**src/rtl/sram_pio_pkg.sv**
```systemverilog
package sram_pio_pkg;

    localparam logic [1:0] OP_READ    = 2'b01;
    localparam logic [1:0] OP_WRITE   = 2'b10;
    localparam logic [1:0] SPACE_SRAM = 2'b10;

    typedef enum logic [2:0] {
        ST_IDLE,
        ST_CMD_B,
        ST_RD_WAIT,
        ST_RD_DRIVE,
        ST_RD_ADDR,
        ST_RD_HOLD,
        ST_RD_END
    } pio_state_e;

endpackage

```
**src/rtl/sram_pio_decode.sv**
```systemverilog
module sram_pio_decode #(
    parameter int ID_W  = 5,
    parameter int ADR_W = 19
) (
    input  logic                     cmd_valid,
    input  logic [1:0]               cmd_code,
    input  logic [ADR_W+2+ID_W-1:0]  dq_in,
    input  logic [ID_W-1:0]          dev_id,
    output logic                     space_ok,
    output logic                     first_ok,
    output logic [ADR_W-1:0]         entry_adr
);
    import sram_pio_pkg::*;

    localparam int SPACE_LSB = ADR_W;
    localparam int ID_LSB    = ADR_W + 2;

    logic id_hit;
    logic op_known;

    always_comb begin
        id_hit    = (dq_in[ID_LSB +: ID_W] == dev_id);
        space_ok  = (dq_in[SPACE_LSB +: 2] == SPACE_SRAM);
        op_known  = (cmd_code == OP_READ) || (cmd_code == OP_WRITE);
        first_ok  = cmd_valid && id_hit && space_ok && op_known;
        entry_adr = dq_in[ADR_W-1:0];
    end

endmodule

```
**src/rtl/sram_pio_fsm.sv**
```systemverilog
module sram_pio_fsm #(
    parameter int SL_W = 2,
    parameter int HL_W = 3
) (
    input  logic            clk,
    input  logic            rst_n,
    input  logic            cmd_valid,
    input  logic [1:0]      cmd_code,
    input  logic            first_ok,
    input  logic            space_ok,
    input  logic [SL_W-1:0] srch_lat,
    input  logic [HL_W-1:0] hold_lat,
    output logic            take_a,
    output logic            wr_push,
    output logic            busy,
    output logic            dq_oe,
    output logic            ack_oe,
    output logic            ack_val,
    output logic            rd_addr_cycle
);
    import sram_pio_pkg::*;

    localparam int CNT_W = ((SL_W > HL_W) ? SL_W : HL_W) + 1;

    pio_state_e       state_q, state_d;
    logic [CNT_W-1:0] cnt_q, cnt_d;
    logic [1:0]       code_q, code_d;
    logic             second_ok;

    assign second_ok = cmd_valid && space_ok && (cmd_code == code_q);

    // next state
    always_comb begin
        state_d = state_q;
        cnt_d   = cnt_q;
        code_d  = code_q;
        unique case (state_q)
            ST_IDLE: begin
                if (first_ok) begin
                    state_d = ST_CMD_B;
                    code_d  = cmd_code;
                end
            end
            ST_CMD_B: begin
                if (second_ok && code_q == OP_READ) begin
                    state_d = ST_RD_WAIT;
                    cnt_d   = CNT_W'(srch_lat) + CNT_W'(1);
                end else begin
                    state_d = ST_IDLE;
                end
            end
            ST_RD_WAIT: begin
                if (cnt_q == '0) state_d = ST_RD_DRIVE;
                else             cnt_d   = cnt_q - CNT_W'(1);
            end
            ST_RD_DRIVE: state_d = ST_RD_ADDR;
            ST_RD_ADDR: begin
                if (hold_lat == '0) begin
                    state_d = ST_RD_END;
                end else begin
                    state_d = ST_RD_HOLD;
                    cnt_d   = CNT_W'(hold_lat);
                end
            end
            ST_RD_HOLD: begin
                if (cnt_q == CNT_W'(1)) state_d = ST_RD_END;
                else                    cnt_d   = cnt_q - CNT_W'(1);
            end
            ST_RD_END: state_d = ST_IDLE;
            default:   state_d = ST_IDLE;
        endcase
    end

    // state register
    always_ff @(posedge clk) begin
        if (!rst_n) begin
            state_q <= ST_IDLE;
            cnt_q   <= '0;
            code_q  <= '0;
        end else begin
            state_q <= state_d;
            cnt_q   <= cnt_d;
            code_q  <= code_d;
        end
    end

    // outputs
    always_comb begin
        take_a        = (state_q == ST_IDLE) && first_ok;
        wr_push       = (state_q == ST_CMD_B) && second_ok && (code_q == OP_WRITE);
        busy          = 1'b0;
        dq_oe         = 1'b0;
        ack_oe        = 1'b0;
        ack_val       = 1'b0;
        rd_addr_cycle = 1'b0;
        unique case (state_q)
            ST_IDLE, ST_CMD_B: ;
            ST_RD_WAIT: busy = 1'b1;
            ST_RD_DRIVE: begin
                busy   = 1'b1;
                dq_oe  = 1'b1;
                ack_oe = 1'b1;
            end
            ST_RD_ADDR: begin
                busy          = 1'b1;
                dq_oe         = 1'b1;
                ack_oe        = 1'b1;
                ack_val       = (hold_lat == '0);
                rd_addr_cycle = 1'b1;
            end
            ST_RD_HOLD: begin
                busy    = 1'b1;
                dq_oe   = 1'b1;
                ack_oe  = 1'b1;
                ack_val = (cnt_q == CNT_W'(1));
            end
            ST_RD_END: begin
                busy   = 1'b1;
                ack_oe = 1'b1;
            end
            default: ;
        endcase
    end

    AST_BUSY_BLOCKS_CMD: assert property (@(posedge clk) disable iff (!rst_n) busy |=> (state_q != ST_CMD_B));
    AST_ACK_SINGLE_HIGH: assert property (@(posedge clk) disable iff (!rst_n) ack_val |=> (ack_oe && !ack_val));
    AST_ACK_ENTERS_LOW: assert property (@(posedge clk) disable iff (!rst_n) $rose(ack_oe) |-> !ack_val);

endmodule

```
**src/rtl/sram_pio_wr_pipe.sv**
```systemverilog
module sram_pio_wr_pipe #(
    parameter int SADR_W = 22,
    parameter int SL_W   = 2,
    parameter int BASE   = 4
) (
    input  logic              clk,
    input  logic              rst_n,
    input  logic              push,
    input  logic [SADR_W-1:0] push_adr,
    input  logic [SL_W-1:0]   srch_lat,
    output logic              fire,
    output logic [SADR_W-1:0] fire_adr
);
    localparam int DEPTH = BASE + (1 << SL_W);
    localparam int IDX_W = $clog2(DEPTH);

    logic [DEPTH-1:0]  vld_q;
    logic [SADR_W-1:0] adr_q [DEPTH];
    logic [IDX_W-1:0]  ins_idx;

    assign ins_idx = IDX_W'(BASE) + IDX_W'(srch_lat);

    for (genvar i = 0; i < DEPTH; i++) begin : g_stage
        logic              nxt_vld;
        logic [SADR_W-1:0] nxt_adr;
        if (i == DEPTH - 1) begin : g_top
            assign nxt_vld = 1'b0;
            assign nxt_adr = '0;
        end else begin : g_mid
            assign nxt_vld = vld_q[i+1];
            assign nxt_adr = adr_q[i+1];
        end
        always_ff @(posedge clk) begin
            if (!rst_n) begin
                vld_q[i] <= 1'b0;
                adr_q[i] <= '0;
            end else if (push && ins_idx == IDX_W'(i)) begin
                vld_q[i] <= 1'b1;
                adr_q[i] <= push_adr;
            end else begin
                vld_q[i] <= nxt_vld;
                adr_q[i] <= nxt_adr;
            end
        end
    end

    assign fire     = vld_q[0];
    assign fire_adr = adr_q[0];

endmodule

```
**src/rtl/sram_pio_seq.sv**
```systemverilog
module sram_pio_seq #(
    parameter int ID_W  = 5,
    parameter int ADR_W = 19,
    parameter int SL_W  = 2,
    parameter int HL_W  = 3
) (
    input  logic                    clk,
    input  logic                    rst_n,
    input  logic [ID_W-1:0]         dev_id,
    input  logic [SL_W-1:0]         cfg_srch_lat,
    input  logic [HL_W-1:0]         cfg_hold_lat,
    input  logic                    cmd_valid,
    input  logic [1:0]              cmd_code,
    input  logic [1:0]              cmd_hi,
    input  logic [ADR_W+2+ID_W-1:0] dq_in,
    output logic [ADR_W+2:0]        sadr_val,
    output logic                    sadr_oe,
    output logic                    ce_n,
    output logic                    ale_n,
    output logic                    ack_val,
    output logic                    ack_oe,
    output logic                    dq_oe,
    output logic                    busy,
    output logic                    proto_err
);
    localparam int SADR_W   = ADR_W + 3;
    localparam int BASE_LAT = 4;

    logic              space_ok, first_ok, take_a, wr_push, rd_addr_cycle;
    logic              wr_fire;
    logic [ADR_W-1:0]  entry_adr;
    logic [SADR_W-1:0] adr_q, wr_adr;

    sram_pio_decode #(.ID_W(ID_W), .ADR_W(ADR_W)) u_decode (
        .cmd_valid (cmd_valid),
        .cmd_code  (cmd_code),
        .dq_in     (dq_in),
        .dev_id    (dev_id),
        .space_ok  (space_ok),
        .first_ok  (first_ok),
        .entry_adr (entry_adr)
    );

    sram_pio_fsm #(.SL_W(SL_W), .HL_W(HL_W)) u_fsm (
        .clk           (clk),
        .rst_n         (rst_n),
        .cmd_valid     (cmd_valid),
        .cmd_code      (cmd_code),
        .first_ok      (first_ok),
        .space_ok      (space_ok),
        .srch_lat      (cfg_srch_lat),
        .hold_lat      (cfg_hold_lat),
        .take_a        (take_a),
        .wr_push       (wr_push),
        .busy          (busy),
        .dq_oe         (dq_oe),
        .ack_oe        (ack_oe),
        .ack_val       (ack_val),
        .rd_addr_cycle (rd_addr_cycle)
    );

    always_ff @(posedge clk) begin
        if (!rst_n)      adr_q <= '0;
        else if (take_a) adr_q <= {cmd_hi, 1'b0, entry_adr};
    end

    sram_pio_wr_pipe #(.SADR_W(SADR_W), .SL_W(SL_W), .BASE(BASE_LAT)) u_wr_pipe (
        .clk      (clk),
        .rst_n    (rst_n),
        .push     (wr_push),
        .push_adr (adr_q),
        .srch_lat (cfg_srch_lat),
        .fire     (wr_fire),
        .fire_adr (wr_adr)
    );

    always_comb begin
        sadr_oe   = rd_addr_cycle || wr_fire;
        ce_n      = !sadr_oe;
        ale_n     = !sadr_oe;
        sadr_val  = wr_fire ? wr_adr : (rd_addr_cycle ? adr_q : '0);
        proto_err = cmd_valid && busy;
    end

    AST_WR_READ_APART: assert property (@(posedge clk) disable iff (!rst_n) wr_fire |-> !rd_addr_cycle);
    AST_BUSY_ENDS_ACK_LOW: assert property (@(posedge clk) disable iff (!rst_n) $fell(busy) |-> ($past(ack_oe) && !$past(ack_val)));
    AST_NO_STROBE_WITH_ACK_HIGH: assert property (@(posedge clk) disable iff (!rst_n) (ack_val && cfg_hold_lat != '0) |-> ce_n);

endmodule

```
**config.mk**
```make
export PLATFORM = sky130hd
export DESIGN_NAME = sram_pio_seq
export DESIGN_NICKNAME = d
export VERILOG_FILES = /design/src/rtl/sram_pio_pkg.sv /design/src/rtl/sram_pio_decode.sv /design/src/rtl/sram_pio_fsm.sv /design/src/rtl/sram_pio_wr_pipe.sv /design/src/rtl/sram_pio_seq.sv
export SDC_FILE = /design/constraint.sdc
export NUM_CORES = 1
export LEC_CHECK = 0
export ABC_AREA = 1
export ABC_CLOCK_PERIOD_IN_PS = 2000
export CAP_MARGIN = 20
export CORE_MARGIN = 1.5
export CORE_UTILIZATION = 45
export DETAILED_ROUTE_END_ITERATION = 16
export DONT_BUFFER_PORTS = 1
export GPL_TIMING_DRIVEN = 0
export PLACE_DENSITY = 0.65
export SETUP_SLACK_MARGIN = 0.02
export SYNTH_ARGS = -nofsm -noshare
export SYNTH_HDL_FRONTEND = slang
export SYNTH_SLANG_ARGS = --single-unit
```
**constraint.sdc**
```tcl
create_clock -name clk -period 2 [get_ports clk]
set_input_delay 0.2 -clock clk [delete_from_list [all_inputs] [get_ports clk]]
set_output_delay 0.2 -clock clk [all_outputs]
set_load 0.01 [all_outputs]
```
# Yosys cells after proc, flatten, opt, wreduce, memory -nomap -nowiden
# Memory sizes are Yosys's and may differ from the RTL's.
# Index checks and enable logic that the tools add are counted.
[totals] regBits=38 ram_bits=176 in_bits=43 word_cells=182 memories=1
[classes] addsub=3 eq_ne=28 n_mux=90 n_bitwise=16 reduce_logical=32
[mem_list] memory="u_wr_pipe.adr_q" depth=8 width=22 rd=8 rd_clocked_by_memory_dff=0 write_ports=8 line_no="sram_pio_wr_pipe.sv:18" source="logic [SADR_W-1:0] adr_q [DEPTH];"
[op_table] cell="$mux W22" count=18
[op_table] cell="$mux W1" count=60
[op_table] cell="$eq A3 B3 Y1 const B" count=7
[op_table] cell="$logic_and A1 B1 Y1" count=18
[op_table] cell="$pmux W3 S6" count=1
[op_table] cell="$mux W4" count=4
[op_table] cell="$or A1 B1 Y1" count=16
[op_table] cell="$pmux W4 S4" count=1
[op_table] cell="$eq A3 B2 Y1 const B" count=4
[op_table] cell="$logic_not A3 Y1" count=3
[op_table] cell="$mux W3" count=3
[op_table] cell="$ne A2 B1 Y1 const B" count=4
[op_table] cell="$eq A2 B2 Y1 const B" count=3
[op_table] cell="$eq A3 B1 Y1 const B" count=2
[op_table] cell="$ne A2 B2 Y1 const B" count=3
[op_table] cell="$eq A5 B5 Y1" count=1
[op_table] cell="$reduce_and A5 Y1" count=1
[op_table] cell="$reduce_or A5 Y1" count=1
[op_table] cell="$eq A2 B1 Y1 const B" count=2
[op_table] cell="$eq A4 B1 Y1 const B" count=1
[op_table] cell="$logic_not A4 Y1" count=1
[op_table] cell="$mux W2" count=2
[op_table] cell="$reduce_bool A4 Y1" count=1
[op_table] cell="$reduce_or A4 Y1" count=1
[op_table] cell="10 further kinds" count=11

# Longest topological paths before layout
# Gate-level depths: netlist of run 1.
[logic_depth] word_depth=11 ltp_mapped=11

# Hierarchy
# A second synthesis of run 1 with hierarchy kept.
[unflattened] cells_unflattened=1129 hier_area_um2=8994.9
[by_module_without_submodules] module="sram_pio_wr_pipe" instances=1 cells_per_inst=733 area_per_inst_um2=6695.2
[by_module_without_submodules] module="sram_pio_seq" instances=1 cells_per_inst=211 area_per_inst_um2=1217.4
[by_module_without_submodules] module="sram_pio_fsm" instances=1 cells_per_inst=126 area_per_inst_um2=785.8
[by_module_without_submodules] module="sram_pio_decode" instances=1 cells_per_inst=59 area_per_inst_um2=296.5

# Worst setup path after synthesis of run 1
# OpenSTA, ideal clock, no wires.
[synth_path] path_kind="reg-to-output" start="register u_wr_pipe.vld_q[0] (netlist: u_wr_pipe.fire)" end="output port sadr_val[13]" arrival_time_ns=1.389 required_ns=1.800 slack_ns=0.411 stages_incl_launch_ff=5 path_cell_list="dfxtp_1 -> clkbuf_1 -> clkinv_1 -> clkbuf_1 -> a211oi_1"
[synth_between] elab_chain_len=1
[synth_lines] element="start, declared" line_no="sram_pio_wr_pipe.sv:17" source="logic [DEPTH-1:0] vld_q;"
[synth_lines] element="start signal, assigned by index" line_no="sram_pio_wr_pipe.sv:41" source="vld_q[i] <= nxt_vld;"
[synth_lines] element="$mux W22" line_no="sram_pio_seq.sv:81" source="sadr_val = wr_fire ? wr_adr : (rd_addr_cycle ? adr_q : '0);"
[synth_lines] element="end, declared" line_no="sram_pio_seq.sv:16" source="output logic [ADR_W+2:0] sadr_val,"
# No other way between the ends.

# Worst setup path in the final report of run 1
[layout_path] start="register u_fsm.state_q[1]" end="output port ce_n"
[layout_between] elab_chain_len=4
[layout_lines] element="start, declared" line_no="sram_pio_fsm.sv:25" source="pio_state_e state_q, state_d;"
[layout_lines] element="start signal, assigned" line_no="sram_pio_fsm.sv:81" source="state_q <= state_d;"
[layout_lines] element="$eq A3 B3 Y1" line_no="sram_pio_fsm.sv:96" source="unique case (state_q)"
[layout_lines] element="$mux W1" line_no="sram_pio_fsm.sv:96"
[layout_lines] element="$logic_or A1 B1 Y1" line_no="sram_pio_seq.sv:78" source="sadr_oe = rd_addr_cycle || wr_fire;"
[layout_lines] element="$logic_not A1 Y1"
[layout_lines] element="end, declared" line_no="sram_pio_seq.sv:18" source="output logic ce_n,"
# No other way between the ends.

==> results of run 1 <==
where the power goes:
part	total, mW	switching [mW]	internal (mW)
clock	4.11	1.62	2.48
combinational	0.714	0.462	0.251
sequential	4.64	0.0760	4.56
total	9.46	2.16	7.30
critical path: cells and delay by family, from the launching register on:
family                 cells  cell delay, ns
AND/OR/NAND/NOR            3            0.45
buffers and inverters      3            0.37
flip-flops                 1            0.36
synthesized netlist by cell type, drive strengths merged (2+ instances only):
cell	number
a211oi	5
a21oi	3
buf	19
clkbuf	36
conb	2
dfxtp	148
edfxtp	63
ha	6
inv	166
nand2	252
nand3	75
nand4	45
nor2	145
o21ai	29
xor2	4
cells by family (layout without fill, tap and decap cells):
group	after synthesis	after routing
simple gates	520	520
compound gates	39	39
other cells	2	64
fa+ha+maj	6	6
xor+xnor	5	5
buf+inv	222	288
flops	211	211
how the worst max path moves through the flow:
stage / start / end / cells after the start
4_1_cts: u_wr_pipe.fire / sadr_val[20] / 3
5_1_grt: u_fsm.code_q[1] / u_wr_pipe.adr_q[1][25] / 11
6_report: u_fsm.state_q[1] / ce_n / 6
3_3_place_gp: u_wr_pipe.fire / sadr_val[15] / 4
3_5_place_dp: u_wr_pipe.fire / sadr_val[20] / 4
2_1_floorplan: u_wr_pipe.fire / sadr_val[13] / 4
routing by layer:
layer / part of all wire / global-route usage / up-vias
met5: 0 / 0 / -
met3: 0.066 / 0.0345 / 19
li1: - / - / 3265
met2: 0.45 / 0.284 / 149
met1: 0.47 / 0.231 / 2705
met4: 0.014 / 0.0400 / 0
area by class of cell:
cell class	count	area (um2)
fillers	1645	8090
inverters	167	628
clock buffers	34	718
plain buffers	54	269
repair buffers	26	255
flip-flops and latches	211	4860
clock inverters	7	40.0
well taps	229	287
multi-input cells	634	2880
state kept, by name, indices dropped and copies added (netlist names):
register,cells
u_wr_pipe.g_stage.nxt_vld,7
adr_q,21
u_fsm.code_q,2
u_wr_pipe.adr_q,173
u_fsm.cnt_q,4
u_fsm.state_q,3
u_wr_pipe.fire,1
per-stage QoR:
stage	setup slack, ns	util	setup TNS [ns]	instance area (um2)
final	0.128	0.551	0	9940
after global routing	0.0227	0.551	0	9940
after CTS	0.0215	0.549	0	9900
after detailed placement	-0.107	0.490	-0.364	8830
after global placement	-0.0764	0.490	-0.192	8830
after floorplan	0.411	-	0	8550
repair_timing:
item                       4_1_cts  5_1_grt
hold buffers                    24        0
setup endpoints to repair       25       66
hold endpoints to repair        24        0
pin swaps                        1        1
gates resized for setup         20       23
setup buffers                    2        0
cells in the final DEF (no fill, tap or decap), types with 5 or more instances in the layout:
master,instances
clkinv_2,6
nand2_2,5
nand3_1,74
dfxtp_1,143
dlygate4sd3_1,24
clkbuf_16,24
o21ai_0,27
conb_1,64
nand4_1,44
nor2_1,122
buf_1,5
ha_1,6
nor2_2,20
clkbuf_1,32
inv_1,164
a211oi_2,5
buf_4,8
clkbuf_8,8
nand2_1,246
edfxtp_1,63
==> results.txt, run 1 <==
Row count: 49
Status: complete, no violations
Placed cells: 1,296
Via/cell ratio: 4.51
Fin nets: 1,166
Ys flop type: dfxtp_1
CTS buffer count: 23
Final hold slack: 0.0822 ns
Clock buffer depth: 3
Synth Area in XOR/XNOR: 0.00527
Unrepaired setup endpoints after global routing: no
Boundary pin count: 73
Flop-to-flop setup slack: 0.20 ns
Slew Limit Headroom: 0.635
Total die area: 19,300 um2
Sequential area share after synthesis: 0.584
Worst-Margin Slew: 0.548 ns
Max-slew violation count: 0
CP arrival: 1.67 ns
Clk_skew: 0.0136 ns
Root buf cell: clkbuf_16
Global-route wire length before repair: 26.8 mm
Final hold vios: 0
Core Region: 18,000 um2
Area growth syn-to-layout: 19.5%
DR DRC count: 0
Period utilisation layout: 0.936
Starting Density: 0.461
R2R Path End: u_wr_pipe.adr_q[1][68]
Hold crit path type: input pin to flop
Post-DRT Antenna Nets: 0
Hpwl dp: 12.1 mm
Adder-cell area share of the yosys netlist: 0.00903
Synth area leaders: dfxtp_1 36%, edfxtp_1 23%, nand2_1 11%
Worst setup EP type: output port
Worst-Skew Late Latency: 0.49 ns
Wire per inst: 12.0 um
Main combinational cell family by area after synthesis: simple AND/OR/NAND/NOR gates
DIE HEIGHT: 139 um
Ys async rst share: 0
Minimum clock period: 1.87 ns
Startpoint types: flop
Yosys warning count: 0
Mux share of post-synthesis cell area: 0
Worst-path maximum fanout: 8
Max-cap violation count: 0
Max stage delay cell, worst path: dfxtp_2
Required @ worst endpoint: 1.80 ns
Register bit total from synthesis: 211
P per Cell Area: 952 nW/um2
Hold EP: u_fsm.cnt_q[0]
Vias: 6,138
Reg2reg path depth: 11
Initial antenna violation count: 0
Total power: 9.46 mW
Fraction of layout cells with a size suffix above 1: 0.0936
First DRT Iteration DRCs: 345
Yosys top cell area share: 0.356
Reg-to-reg startpoint: u_fsm.code_q[1]
ANT cells: 0
Peak VDD IR: 860 uV
Critical Path, Cell by Cell: inv_2 -> nand2_4 -> nor2_4 -> buf_6 -> nor2_4 -> buf_6
# port buffers: 0
DRT Wirelength: 16.4 mm
Largest net degree at the start of global routing: 14
Clock-pin slew on the worst setup and hold paths: 0.06 ns
Worst hold path cell count: 5
Initial DRT Pass Iterations: 5
# setup viols final: 0
Synth Area in Compound Gates: 0.0254
Post-synth EDFFs: 63
Yosys cell types: 31
Placer's final routability congestion estimate: 0.827
Die W: 139 um
Total grt overflow: 0
Max Fclk: 534 MHz
Simple-Gate Fraction of Synth Area: 0.270
Post-Layout Cell Count: 1,362
CTS tree: done
Critical path type: flop to output port
Slowest Stage Delay on Critical Path: 0.36 ns
Synth Area per Inst: 8.27 um2
CTS HTree Levels: 1
Vias in the first global route: 5,501
Clock sink count: 211
Total GRT Usage: 0.171
Largest area contributor in the netlist: dfxtp_1
Hold Crit Start: cfg_srch_lat[0]
Synthesized cell area: 8310 um2
Post-Synthesis Cells: 1,005
Leak Pwr: 5.13 nW
(Power assumes the default switching activity.)
==> inputs of run 2 (changes only) <==
--- a/config.mk
+++ b/config.mk
@@ -5,13 +5,13 @@
 export SDC_FILE = /design/constraint.sdc
 export NUM_CORES = 1
 export LEC_CHECK = 0
-export ABC_AREA = 1
 export ABC_CLOCK_PERIOD_IN_PS = 2000
 export CAP_MARGIN = 20
 export CORE_MARGIN = 1.5
 export CORE_UTILIZATION = 45
 export DETAILED_ROUTE_END_ITERATION = 16
 export DONT_BUFFER_PORTS = 1
+export GPL_ROUTABILITY_DRIVEN = 0
 export GPL_TIMING_DRIVEN = 0
 export PLACE_DENSITY = 0.65
 export SETUP_SLACK_MARGIN = 0.02
==> results.txt, run 2 <==
Synthesized cell area: 7720 um2 (-7.1%)
Reg-to-reg startpoint: u_fsm.state_q[1]
Initial antenna violation count: 1 (+1)
CP arrival: 1.81 ns (+0.14 ns)
Main combinational cell family by area after synthesis: simple AND/OR/NAND/NOR gates
Clock sink count: 211 (unchanged)
Vias: 4,676 (-24%)
Slew Limit Headroom: 0.543 (-0.0915)
Period utilisation layout: 1.00 (+0.0683)
Slowest Stage Delay on Critical Path: 0.43 ns (+0.07 ns)
Initial DRT Pass Iterations: 4 (-1)
Root buf cell: clkbuf_16
Most frequent cells in the layout: 144 x dfxtp_1, 117 x and2_1, 64 x conb_1
Fillers: 1,425 (-13%)
Adder-cell area share of the yosys netlist: 0.00972 (+0.000689)
CTS HTree Levels: 1 (unchanged)
Unrepaired setup endpoints after global routing: yes
Comb power frac: 0.029 (-0.046)
Failing checks: setup timing
Max FFs per register: 173 (unchanged)
Worst-path maximum fanout: 10 (+2)
Max-slew violation count: 0 (unchanged)
First DRT Iteration DRCs: 314 (-9.0%)
Post-DRT Antenna Nets: 0 (unchanged)
Clock-pin slew on the worst setup and hold paths: 0.06 ns (about the same)
Area growth syn-to-layout: 22.1%
Row count: 47 (-4.1%)
Hold Crit Start: cmd_code[0]
Flop-to-flop setup slack: 0.04 ns (-0.16 ns)
Synth Area per Inst: 12.0 um2 (+45%)
Total GRT Usage: 0.163 (-0.00816)
Simple-Gate Fraction of Synth Area: 0.171 (-0.0988)
Largest net degree at the start of global routing: 15 (+1)
Clock buffer depth: 3 (unchanged)
Ys flop type: dfxtp_1
Register bit total from synthesis: 211 (unchanged)
Total grt overflow: 0 (unchanged)
Worst-Skew Late Latency: 0.48 ns (about the same)
# port buffers: 0 (unchanged)
Reg power frac: 0.518 (+0.027)
Vias in the first global route: 4,625 (-16%)
Most common cell after layout, fill and taps aside: dfxtp_1
Max stage delay cell, worst path: or3b_4
Global-route wire length before repair: 22.9 mm (-14%)
Core Region: 16,700 um2 (-7.3%)
Startpoint types: flop
Fraction of layout cells with a size suffix above 1: 0.112 (+0.0188)
Bufs and invs on worst path: 1 (-2)
CTS tree: done
Minimum clock period: 2.01 ns (+0.137 ns)
Yosys warning count: 0 (unchanged)
Ys async rst share: 0 (unchanged)
Max-cap violation count: 0 (unchanged)
Hold EP: u_fsm.state_q[1]
Switch share: 0.185 (-0.0433)
Peak VDD IR: 562 uV (-35%)
Synth Area in Compound Gates: 0.121 (+0.0957)
ANT cells: 0 (unchanged)
Worst-Margin Slew: 0.686 ns (+0.137 ns)
Boundary pin count: 73 (unchanged)
Synth area leaders: dfxtp_1 38%, edfxtp_1 24%, and2_1 9.5%
Required @ worst endpoint: 1.80 ns (about the same)
Commonest cells post-synth: 148 x dfxtp_1, 117 x and2_1, 63 x a22o_1, 63 x edfxtp_1, 46 x nand2_1
Mux share of post-synthesis cell area: 0.0311 (+0.0311)
DR DRC count: 0 (unchanged)
Clk pwr share: 0.453 (+0.019)
Starting Density: 0.463 (+0.00128)
DIE HEIGHT: 134 um (-3.5%)
Yosys top cell area share: 0.384 (+0.0272)
Largest area contributor in the netlist: dfxtp_1
Final hold vios: 0 (unchanged)
Critical path type: flop to output port
Worst setup EP type: output port
P_sw: 1.62 mW (-25%)
Top reg by flops: u_wr_pipe.adr_q
Final instance area: 9430 um2 (-5.1%)
Synth Area in XOR/XNOR: 0.00794 (+0.00267)
Area after DPL: 8230 um2 (-6.8%)
Internal: 7.15 mW (-2.0%)
Via/cell ratio: 4.70 (+4.4%)
# setup viols final: 5 (+5)
Total die area: 18,000 um2 (-6.9%)
Leak Pwr: 3.97 nW (-23%)
Max Fclk: 498 MHz (-6.8%)
Post-route setup TNS: -0.0352 ns (-0.0352 ns)
Hold crit path type: input pin to flop
Post-Synthesis Cells: 645 (-36%)
Worst hold path cell count: 4 (-1)
Fin nets: 809 (-31%)
P per Cell Area: 931 nW/um2 (-2.2%)
Sequential area share after synthesis: 0.628 (+0.0445)
Worst path top cell family by delay: simple AND/OR/NAND/NOR gates
Post-synth EDFFs: 63 (unchanged)
R2R Path End: u_wr_pipe.adr_q[1][39]
Status: finished, violations left
Hpwl dp: 10.3 mm (-15%)
Wire per inst: 14.3 um (+19%)
Die W: 134 um (-3.5%)
Reg2reg path depth: 6 (-5)
Multi-input logic area: 3030 um2 (+5.3%)
DRT Wirelength: 14.2 mm (-13%)
PnR worst setup slack: -0.00858 ns (-0.137 ns)
Most frequent cell after synthesis: dfxtp_1
Critical Path, Cell by Cell: or3b_4 -> nor2_4 -> buf_8 -> a22o_1
FF/Latch Area: 4860 um2 (about the same)
Clk_skew: 0.00517 ns (-0.00845 ns)
Yosys cell types: 49 (+58%)
CTS buffer count: 21 (-8.7%)
[run 2: cell types whose count changed after synthesis, sizes merged, moves of 8 or more]
cell	previous run	this run
nand2	252	46
inv	166	10
nor2	145	6
and2	1	117
nand3	75	3
a22o	0	63
nand4	45	1
nor2b	0	26
a21boi	0	24
mux2i	0	24
o21ai	29	9
clkbuf	36	28
[run 2: final cells by class]
| class | instances | share of cell area |
|---|---|---|
| clock buffers | 33 | 0.0658 |
| inverters | 10 | 0.00398 |
| flip-flops and latches | 211 | 0.516 |
| plain buffers | 42 | 0.0233 |
| repair buffers | 30 | 0.0306 |
| clock inverters | 4 | 0.0101 |
| well taps | 220 | 0.0292 |
| multi-input cells | 444 | 0.321 |
[run 2: per-layer routing]
layer / up-vias / share of wire / track usage
li1: 2403 / - / -
met1: 2111 / 0.47 / 0.223
met2: 127 / 0.44 / 0.264
met3: 35 / 0.062 / 0.0317
met4: 0 / 0.028 / 0.0490
met5: - / 0 / 0
[run 2: worst register-to-register path, delay by kind of cell (launching register included)]
family	cells	cell delay [ns]
compound gates	2	0.37
buf+inv	2	0.40
flops	1	0.35
simple gates	2	0.59
[run 2: kinds of logic after synthesis]
| group | Yosys count |
|---|---|
| flops | 211 |
| other cells | 2 |
| buf+inv | 52 |
| simple gates | 226 |
| compound gates | 117 |
| fa+ha+maj | 6 |
| mux | 24 |
| xor+xnor | 7 |
[run 2: how the worst max path moves through the flow]
stage                startpoint             end  slack, ns  cells after the start
2_1_floorplan    u_fsm.cnt_q[0]  u_fsm.cnt_q[3]       0.19                      6
3_3_place_gp              rst_n  u_fsm.cnt_q[2]       0.04                      5
3_5_place_dp              rst_n  u_fsm.cnt_q[2]      -0.01                      5
4_1_cts        u_fsm.state_q[2]     sadr_val[1]      -0.03                      4
5_1_grt        u_fsm.state_q[2]     sadr_val[7]      -0.08                      4
6_report       u_fsm.state_q[2]     sadr_val[7]     -0.009                      4
[run 2: stage by stage]
stage               total power [mW]  hold WS [ns]  std cells  setup WS, ns   util
finish                          8.78        0.0934        994      -0.00858  0.565
global route                    9.08         0.114        994       -0.0755  0.565
CTS                             8.85        0.0637        993       -0.0330  0.558
detailed placement              4.86         0.377        927       -0.0126  0.493
global placement                4.85         0.367        927        0.0379  0.493
floorplan                       4.81         0.366        707         0.190      -
[run 2: timing repair]
action                                  in CTS  in global routing
setup buffers                                5                  1
endpoints found under the setup margin      33                 60
pin swaps                                    1                  2
gates resized for setup                     26                 22
hold endpoints to repair                    23                  0
hold buffers                                23                  0
gates cloned                                 1                  0
[run 2: power groups by stage]
stage                     clock network (mW)  logic, mW  registers (mW)
final                                   3.97      0.254            4.55
after global routing                    4.23      0.290            4.56
after CTS                               4.05      0.251            4.55
after detailed placement                   0      0.214            4.64
after global placement                     0      0.208            4.64
after floorplan                            0      0.170            4.64
==> inputs of run 3 (changes only) <==
--- a/config.mk
+++ b/config.mk
@@ -7,8 +7,10 @@
 export LEC_CHECK = 0
 export ABC_CLOCK_PERIOD_IN_PS = 2000
 export CAP_MARGIN = 20
+export CORE_ASPECT_RATIO = 0.7
 export CORE_MARGIN = 1.5
 export CORE_UTILIZATION = 45
+export CTS_BUF_LIST = sky130_fd_sc_hd__clkbuf_2
 export DETAILED_ROUTE_END_ITERATION = 16
 export DONT_BUFFER_PORTS = 1
 export GPL_ROUTABILITY_DRIVEN = 0
==> results.txt, run 3 (same netlist as run 2, synthesis figures left out) <==
Die W: 160 um (+19%)
Clk pwr share: 0.351 (-0.102)
Worst hold path cell count: 3 (-1)
Total grt overflow: 0 (unchanged)
P per Cell Area: 780 nW/um2 (-16%)
Max FFs per register: 173 (unchanged)
CTS HTree Levels: 2 (+1)
R2R Path End: u_fsm.cnt_q[3]
Reg power frac: 0.610 (+0.092)
Crit. Startpoint: u_fsm.state_q[2]
Switch share: 0.232 (+0.0472)
Fraction of layout cells with a size suffix above 1: 0.193 (+0.0803)
Clk_skew: 0.0386 ns (+0.0334 ns)
Vias: 5,133 (+9.8%)
DP Worst Slack: -0.000385 ns (+0.0122 ns)
Leak Pwr: 4.09 nW (+2.9%)
Startpoint types: flop
DR DRC count: 0 (unchanged)
Total die area: 18,000 um2 (about the same)
End of the critical path: sadr_val[1]
Final core area utilization: 0.577 (+0.0120)
Reg-to-reg startpoint: u_fsm.state_q[2]
Period utilisation layout: 1.12 (+0.114)
Critical Path, Cell by Cell: or3b_4 -> nor2_4 -> clkbuf_8 -> a22o_1
Post-DRT Antenna Nets: 0 (unchanged)
DIE HEIGHT: 113 um (-16%)
Global-route wire length before repair: 25.4 mm (+11%)
First DRT Iteration DRCs: 307 (-2.2%)
Boundary pin count: 73 (unchanged)
Top reg by flops: u_wr_pipe.adr_q
Via/cell ratio: 4.77 (+1.3%)
Worst-Skew Late Latency: 0.74 ns (+0.26 ns)
Comb power frac: 0.038 (+0.009)
Final hold vios: 0 (unchanged)
Fillers: 1,397 (-2.0%)
Clock-pin slew on the worst setup and hold paths: 0.11 ns (+0.05 ns)
Starting Density: 0.467 (+0.00444)
Clock sink count: 211 (unchanged)
Fin nets: 866 (+7.0%)
CTS buffer count: 48 (+130%)
Core Region: 16,500 um2 (-0.95%)
Most common cell after layout, fill and taps aside: dfxtp_1
Hpwl dp: 11.2 mm (+9.1%)
Vias in the first global route: 5,021 (+8.6%)
Max-slew violation count: 0 (unchanged)
Row count: 39 (-17%)
Slew Limit Headroom: 0.625 (+0.0824)
Max-cap violation count: 0 (unchanged)
DRT Wirelength: 16.5 mm (+16%)
Worst setup EP type: output port
Minimum clock period: 2.24 ns (+0.227 ns)
Clock buffer depth: 3 (unchanged)
Internal: 5.71 mW (-20%)
CP arrival: 2.04 ns (+0.23 ns)
Initial DRT Pass Iterations: 5 (+1)
Status: finished, violations left
Required @ worst endpoint: 1.80 ns (about the same)
# setup viols final: 27 (+22)
Most frequent cells in the layout: 142 x dfxtp_1, 115 x and2_1, 73 x clkbuf_2
Peak VDD IR: 388 uV (-31%)
Largest net degree at the start of global routing: 13 (-2)
Hold crit path type: input pin to flop
PnR worst setup slack: -0.236 ns (-0.227 ns)
Final instance area: 9540 um2 (+1.2%)
Final hold slack: 0.103 ns (+0.00961 ns)
Total GRT Usage: 0.182 (+0.0192)
CTS tree: done
Initial antenna violation count: 1 (unchanged)
Worst-Margin Slew: 0.562 ns (-0.124 ns)
Max stage delay cell, worst path: or3b_4
Area growth syn-to-layout: 23.5%
# port buffers: 0 (unchanged)
Max Fclk: 447 MHz (-10%)
Wire per inst: 15.3 um (+7.1%)
Area after DPL: 8240 um2 (about the same)
Worst-path maximum fanout: 10 (unchanged)
Reg2reg path depth: 8 (+2)
P_sw: 1.73 mW (+6.4%)
Slowest Stage Delay on Critical Path: 0.42 ns (about the same)
Unrepaired setup endpoints after global routing: yes
Failing checks: setup timing
Flop-to-flop setup slack: 0.03 ns (about the same)
Critical path type: flop to output port
Root buf cell: clkbuf_2
run 3: power by group through the flow:
stage | combinational, mW | clock, mW | sequential (mW)
after global routing | 0.316 | 2.94 | 4.56
after global placement | 0.207 | 0 | 4.65
after detailed placement | 0.214 | 0 | 4.65
after floorplan | 0.170 | 0 | 4.64
final | 0.284 | 2.62 | 4.54
after CTS | 0.267 | 2.70 | 4.54
run 3: how the worst min path moves through the flow:
stage | startpoint | endpoint | slack (ns)
finish | cfg_srch_lat[1] | u_wr_pipe.g_stage[6].nxt_vld | 0.10
global route | cfg_srch_lat[1] | u_wr_pipe.g_stage[6].nxt_vld | 0.07
floorplan | dq_in[0] | adr_q[0] | 0.37
global placement | cmd_hi[0] | adr_q[20] | 0.37
CTS | cfg_srch_lat[1] | u_fsm.cnt_q[2] | 0.009
detailed placement | dq_in[7] | adr_q[7] | 0.38
run 3: worst max-delay path, delay by kind of cell (launching register included):
kind	cells	cell delay (ns)
AOI/OAI and AO/OA	1	0.20
buffers and inverters	1	0.18
DFF	1	0.36
and+or+nand+nor	2	0.57
run 3: routing by layer:
metal  wire length, um  vias up  global-route usage
met5                 0        -                   0
met4               389        0              0.0667
met3              1290       59              0.0528
met2              6420      224               0.253
met1              8410     2305               0.268
li1                  -     2545                   -
run 3: final cells by class:
type,instances,area [um2],area share
diodes,1,2.50,0.000262
plain buffers,42,309,0.0324
clock buffers,70,350,0.0367
clock inverters,14,80.1,0.00839
inverters,10,41.3,0.00433
multi-input cells,444,3040,0.318
flip-flops and latches,211,4870,0.511
well taps,225,282,0.0295
repair buffers,60,567,0.0594
run 3: what timing repair did:
| action | in CTS | in global routing |
|---|---|---|
| setup buffers | 10 | 16 |
| pin swaps | 3 | 7 |
| hold endpoints to repair | 28 | 0 |
| hold buffers | 31 | 0 |
| setup endpoints to repair | 50 | 130 |
| gates resized for setup | 54 | 59 |
| cloned | 0 | 4 |
run 3: metrics by stage:
step	setup TNS, ns	total power, mW	cells
final	-5.12	7.44	1077
after global routing	-7.64	7.82	1077
after CTS	-5.80	7.51	1057
after detailed placement	-0.000385	4.86	932
after global placement	0	4.85	932
after floorplan	0	4.81	707
